[src/rtl/sclf_pkg.sv]
package sclf_pkg;

    // Strips borrowed from each neighbour chip: enough to see one empty
    // strip beyond the widest accepted run whose centre is on this chip.
    localparam int unsigned MAX_RUN = 3;
    localparam int unsigned EDGE_W  = MAX_RUN / 2 + 1;

    typedef enum logic [1:0] {
        WSEL_OFF   = 2'd0,
        WSEL_ONE   = 2'd1,
        WSEL_TWO   = 2'd2,
        WSEL_THREE = 2'd3
    } width_sel_e;

    typedef struct packed {
        logic single;
        logic pair;
        logic triple;
    } accept_t;

    function automatic accept_t decode_width(width_sel_e sel);
        accept_t a;
        a.single = (sel != WSEL_OFF);
        a.pair   = (sel == WSEL_TWO) || (sel == WSEL_THREE);
        a.triple = (sel == WSEL_THREE);
        return a;
    endfunction

endpackage

[src/rtl/sclf_clean.sv]
module sclf_clean
    import sclf_pkg::*;
#(
    parameter int unsigned NUM_CH = 127,
    localparam int unsigned EXT_W = NUM_CH + 2 * EDGE_W
) (
    input  logic [NUM_CH-1:0] hit_i,
    input  logic [NUM_CH-1:0] chan_off_i,
    input  logic [EDGE_W-1:0] edge_lo_i,
    input  logic [EDGE_W-1:0] edge_hi_i,
    output logic [EXT_W-1:0]  ext_o,
    output logic [EDGE_W-1:0] edge_lo_o,
    output logic [EDGE_W-1:0] edge_hi_o
);

    logic [NUM_CH-1:0] clean;

    always_comb begin
        clean = hit_i & ~chan_off_i;
        ext_o = '0;
        ext_o[EDGE_W +: NUM_CH] = clean;
        for (int j = 0; j < EDGE_W; j++) begin
            ext_o[EDGE_W - 1 - j]   = edge_lo_i[j];
            ext_o[EDGE_W + NUM_CH + j] = edge_hi_i[j];
            edge_lo_o[j] = clean[j];
            edge_hi_o[j] = clean[NUM_CH - 1 - j];
        end
    end

endmodule

[src/rtl/sclf_finder.sv]
module sclf_finder
    import sclf_pkg::*;
#(
    parameter int unsigned NUM_CH = 127,
    localparam int unsigned EXT_W = NUM_CH + 2 * EDGE_W,
    localparam int unsigned POS_W = 2 * NUM_CH
) (
    input  logic [EXT_W-1:0] ext_i,
    input  accept_t          acc_i,
    output logic [POS_W-1:0] centre_o
);

    for (genvar n = 0; n < NUM_CH; n++) begin : g_strip
        localparam int unsigned P = n + EDGE_W;

        logic lone, trio, duo;

        // odd-width run centred on strip n
        assign lone = ext_i[P] & ~ext_i[P-1] & ~ext_i[P+1];
        assign trio = ext_i[P-1] & ext_i[P] & ext_i[P+1]
                    & ~ext_i[P-2] & ~ext_i[P+2];
        // even-width run on strips n, n+1
        assign duo  = ext_i[P] & ext_i[P+1] & ~ext_i[P-1] & ~ext_i[P+2];

        assign centre_o[2*n]     = (acc_i.single & lone) | (acc_i.triple & trio);
        assign centre_o[2*n + 1] = acc_i.pair & duo;
    end

endmodule

[src/rtl/strip_cluster_filter.sv]
module strip_cluster_filter
    import sclf_pkg::*;
#(
    parameter int unsigned NUM_CH = 127,
    localparam int unsigned EXT_W = NUM_CH + 2 * EDGE_W,
    localparam int unsigned POS_W = 2 * NUM_CH
) (
    input  logic              clk,
    input  logic              rst,
    input  logic [NUM_CH-1:0] hit_i,
    input  logic [NUM_CH-1:0] chan_off_i,
    input  logic [1:0]        max_width_i,
    input  logic [EDGE_W-1:0] edge_lo_i,
    input  logic [EDGE_W-1:0] edge_hi_i,
    output logic [EDGE_W-1:0] edge_lo_o,
    output logic [EDGE_W-1:0] edge_hi_o,
    output logic [POS_W-1:0]  centre_o
);

    logic [EXT_W-1:0] ext;
    logic [POS_W-1:0] centre_d;
    accept_t          acc;

    assign acc = decode_width(width_sel_e'(max_width_i));

    sclf_clean #(.NUM_CH(NUM_CH)) u_clean (
        .hit_i      (hit_i),
        .chan_off_i (chan_off_i),
        .edge_lo_i  (edge_lo_i),
        .edge_hi_i  (edge_hi_i),
        .ext_o      (ext),
        .edge_lo_o  (edge_lo_o),
        .edge_hi_o  (edge_hi_o)
    );

    sclf_finder #(.NUM_CH(NUM_CH)) u_finder (
        .ext_i    (ext),
        .acc_i    (acc),
        .centre_o (centre_d)
    );

    always_ff @(posedge clk) begin
        if (rst) begin
            centre_o <= '0;
        end else begin
            centre_o <= centre_d;
        end
    end

endmodule

[config.mk]
export PLATFORM = sky130hd
export DESIGN_NAME = strip_cluster_filter
export DESIGN_NICKNAME = d
export VERILOG_FILES = /design/src/rtl/sclf_pkg.sv /design/src/rtl/sclf_clean.sv /design/src/rtl/sclf_finder.sv /design/src/rtl/strip_cluster_filter.sv
export SDC_FILE = /design/constraint.sdc
export NUM_CORES = 1
export LEC_CHECK = 0
export ABC_AREA = 1
export BUFFER_PORTS_ARGS = -buffer_cell sky130_fd_sc_hd__buf_2
export CORE_AREA = 8 8 196 198
export CTS_CLUSTER_DIAMETER = 120
export DETAILED_ROUTE_END_ITERATION = 12
export DIE_AREA = 0 0 204 206
export PLACE_DENSITY = 0.65
export SKIP_LAST_GASP = 1
export SYNTH_ARGS = -nofsm -noshare
export SYNTH_HDL_FRONTEND = slang
export SYNTH_SLANG_ARGS = --single-unit
[constraint.sdc]
create_clock -name clk -period 1.1 [get_ports clk]
set_clock_uncertainty 0.2 [all_clocks]
set_input_delay 0 -clock clk [delete_from_list [all_inputs] [get_ports clk]]
set_output_delay 0 -clock clk [all_outputs]
set_load 0.05 [all_outputs]
==> Yosys cells after proc, flatten, opt, wreduce, memory -nomap -nowiden <==
Index checks and enable logic that the tools add are counted.
{ "op_classes": {"n_bitwise": 1658, "reduce_logical": 2, "eq_ne": 2} }
{ "ops": {"columns": ["cell", "count"], "rows": [
  ["$and A1 B1 Y1", 1398],
  ["$not A1 Y1", 131],
  ["$and A127 B127 Y127", 1],
  ["$not A127 Y127", 1],
  ["$or A1 B1 Y1", 127],
  ["$eq A2 B2 Y1 const B", 2],
  ["$reduce_bool A2 Y1", 1],
  ["$logic_or A1 B1 Y1", 1]
]} }
{ "word_totals": {"in_bits": 262, "reg_bits": 254} }

==> Depth between registers and ports, before layout <==
{ "logic_depth": {"depth_word": 8, "ltp_mapped": 8, "depth_no_buf": 6} }

==> By module <==
From an unflattened synthesis, not the netlist that was laid out.
{ "hier_totals": {"hier_cells": 2252, "hier_area_um2": 14079.8} }
{ "modules_own_cells": {"columns": ["module", "area_per_inst_um2", "cells_each", "seq_area_each_um2", "n_inst"], "rows": [
  ["strip_cluster_filter", 7223.2, 796, 5084.9, 1],
  ["sclf_finder", 5525.3, 1194, 0.0, 1],
  ["sclf_clean", 1331.3, 262, 0.0, 1]
]} }

==> Worst setup path after synthesis <==
No wires, ideal clock.
{ "synth_path": {"path_type": "input -> register", "from": "input port hit_i[125]", "to": "register centre_o[248]", "path_slack_ns": -0.356, "stages": 6, "path_buffers": 0, "arrival_ns": 1.191, "cell_sequence": "inv_1 -> nor2_1 -> nand3_1 -> nor2_1 -> nor2_1 -> nor2_1"} }
{ "synth_via": {"elab_chain_len": 6, "word_cells_on_any_way": 9, "classes_between": "bitwise (9)"} }
{ "synth_rtl": {"columns": ["item", "line_no", "text"], "rows": [
  ["from (decl)", "strip_cluster_filter.sv:10", "input logic [NUM_CH-1:0] hit_i,"],
  ["$and A127 B127 Y127 *", "sclf_clean.sv:19", "clean = hit_i & ~chan_off_i;"],
  ["net edge_hi_o[1]", "strip_cluster_filter.sv:16", "output logic [EDGE_W-1:0] edge_hi_o,"],
  ["$and A1 B1 Y1", "sclf_finder.sv:20", "assign trio = ext_i[P-1] & ext_i[P] & ext_i[P+1]"],
  ["$and A1 B1 Y1 (2 in series)", "sclf_finder.sv:21", "& ~ext_i[P-2] & ~ext_i[P+2];"],
  ["$and A1 B1 Y1", "sclf_finder.sv:25", "assign centre_o[2*n] = (acc_i.single & lone) | (acc_i.triple & trio);"],
  ["$or A1 B1 Y1 *", "sclf_finder.sv:25", null],
  ["to (signal assigned)", "strip_cluster_filter.sv:46", "centre_o <= centre_d;"],
  ["to (decl)", "strip_cluster_filter.sv:17", "output logic [POS_W-1:0] centre_o"]
]} }
The timed path passes the listed nets; every way through them passes the cells marked *.
A chain may end at the register's enable or synchronous reset.

==> Worst setup path after layout <==
{ "layout_path": {"from": "input port hit_i[28]", "to": "register centre_o[58]"} }
{ "layout_via": {"elab_chain_len": 7, "word_cells_on_any_way": 11, "classes_between": "bitwise (11)"} }
{ "layout_rtl": {"columns": ["item", "line_no"], "rows": [
  ["$and A127 B127 Y127 *", "sclf_clean.sv:19"],
  ["$and A1 B1 Y1 (2 in series)", "sclf_finder.sv:20"],
  ["$and A1 B1 Y1 (2 in series)", "sclf_finder.sv:21"],
  ["$and A1 B1 Y1", "sclf_finder.sv:25"],
  ["$or A1 B1 Y1 *", "sclf_finder.sv:25"]
]} }
Mark *: on every way between the ends. The rest lies on a longest branch, timed or not.

==> metrics.yaml <==
max_freq_mhz: 745
period_minus_slack_ns: 1.34
cp_max_fo: 4
dr.pass1.iters: 6
holdWs_ns: -0.434
cts.reportedPaths.clkPinSlew_ns: 0.06
final_hold_viol_count: 252
hp-class: "input pin to register"
grt_pass1_wl_mm: 98.0
pre_cts_ws_ns: -0.382
fin_area_um2: 22900
routabilityCongestion: 0.945
wl_mm: 68.2
die_h_um: 206
yosysSeqAreaShare: 0.431
power_density_nw_per_um2: 1080
io_pins: 520
met3_usage: 0.0966
fp.coreArea_um2: 35200
cts_tree: "yes"
antenna_found_initial: 11
area_growth_pct: 94.1
yosys_warnings: 0
met2_usage: 0.509
p_leak_nw: 10.6
die_w_um: 204
vias: 17238
slew_viol_final: 0
gr-total-overflow: 0
start_kind: "input pin"
ys_types: 15
antenna_left: 0
drt_iter0_drc: 1426
top_usage_layer: "met2"
required_ns: 1.34
synth_seq_cells: 254
htreeDepth: 1
io_buffers: 519
largest_reg_flops: 254
syn_nets: 2127
endpoint_kind: "register"
drc: 0
drive_gt1_frac: 0.401
setup_slack_ns: -0.243
final_common_cell: "nor2_1"
reg.largest.list: "centre_o (254)"
track_usage: 0.291
setup_violations: 283
wl_per_cell_um: 21.1
drt-vias-per-instance: 5.33
met1_usage: 0.293
grt_pass1_vias: 17850
initial_core_util: 0.335
placed_area_um2: 15800
cts-root-buf: "clkbuf_16"
tightestPinTransition_ns: 0.468
grt_max_degree: 71
netlist_area_um2: 11800
violations: "negative hold slack, negative setup slack"
syn_avg_cell_area_um2: 6.33
netlist_instances: 1865
cts.sink_count: 254
ir_worst_vdd_uv: 1040
most-common-layout-cells: "nor2_1 (404), nand2_1 (329), buf_2 (262), inv_1 (260), dlygate4sd3_1 (256)"
numCtsBuffers: 29
drv_cap: 0
core.rowCount: 69
rsz0062_at_grt: "true"
critPathKind: "input pin to register"
finalCritPeriodShare: 1.22
final_nets: 3000
post-dp-hpwl_mm: 41.0
status: "finished, violations left"
arrival_ns: 1.59
dieArea_um2: 42000
largest_register: "centre_o"
max_slew_margin: 0.685
clock_path_buffers: 3
fin_tns_setup_ns: -36.76
## through the flow
| stage | instances | power (mW) | utilization |
|---|---|---|---|
| 2_1_floorplan | 1865 | 11.8 | - |
| 6_report | 3232 | 24.8 | 0.650 |
| 5_1_grt | 3231 | 25.6 | 0.650 |
| 3_3_place_gp | 2910 | 13.4 | 0.450 |
| 3_5_place_dp | 2910 | 13.4 | 0.450 |
| 4_1_cts | 3219 | 24.2 | 0.631 |
## worst max-delay path, cell delays in order
cell and delay, ns:
dlygate4sd3_1 0.53, buf_2 0.14, inv_1 0.06, nor2_2 0.21, nand2_1 0.15, nor2_1 0.11, nand2_1 0.11, a21oi_2 0.27
## layout make-up
| class | instances | area [um2] |
|---|---|---|
| sequential | 254 | 5430 |
| tap | 461 | 577 |
| antenna | 12 | 30.0 |
| fill | 2469 | 12300 |
| clock buffer | 44 | 832 |
| inverter | 264 | 992 |
| timing repair buffer | 892 | 8820 |
| multi-input combinational | 1297 | 6130 |
| clock inverter | 8 | 97.6 |
## Yosys cell counts
| cell | number | area [um2] |
|---|---|---|
| a21oi_1 | 95 | 475 |
| buf_1 | 4 | 15.0 |
| buf_2 | 14 | 70.1 |
| buf_4 | 3 | 22.5 |
| clkbuf_1 | 29 | 109 |
| dfxtp_1 | 254 | 5080 |
| inv_1 | 263 | 987 |
| inv_2 | 1 | 3.75 |
| nand2_1 | 378 | 1420 |
| nand3_1 | 188 | 941 |
| nand3b_1 | 1 | 7.51 |
| nand4_1 | 6 | 37.5 |
| nor2_1 | 504 | 1890 |
| nor3_1 | 33 | 165 |
| nor4_1 | 92 | 576 |
## metal layers
layer	vias up	share of wire
li1	7636	-
met1	7827	0.33
met2	1377	0.48
met3	396	0.11
met4	2	0.075
met5	-	0.00019
## worst paths after layout
kind	start	slack (ns)	to	depth (start not counted)
max	hit_i[28]	-0.24	centre_o[58]	8
min	chan_off_i[126]	-0.43	centre_o[251]	4
## power by group
part | switching (mW) | internal (mW) | total [mW]
registers | 0.143 | 9.38 | 9.52
logic | 3.22 | 2.25 | 5.47
clock network | 4.12 | 5.66 | 9.78
## timing repair
item / in CTS / in global routing
buffers inserted: 0 / 1
endpoints found under the hold margin: 254 / 246
gates cloned: 0 / 1
hold buffers: 257 / 8
pin swaps: 0 / 7
gates resized for setup: 1021 / 208
endpoints found under the setup margin: 254 / 414
## logic make-up after synthesis
| group | share of synthesized area |
|---|---|
| compound gates | 0.0403 |
| flops | 0.431 |
| buf+inv | 0.102 |
| simple gates | 0.427 |
No activity file was read; power rests on OpenSTA's default activity.
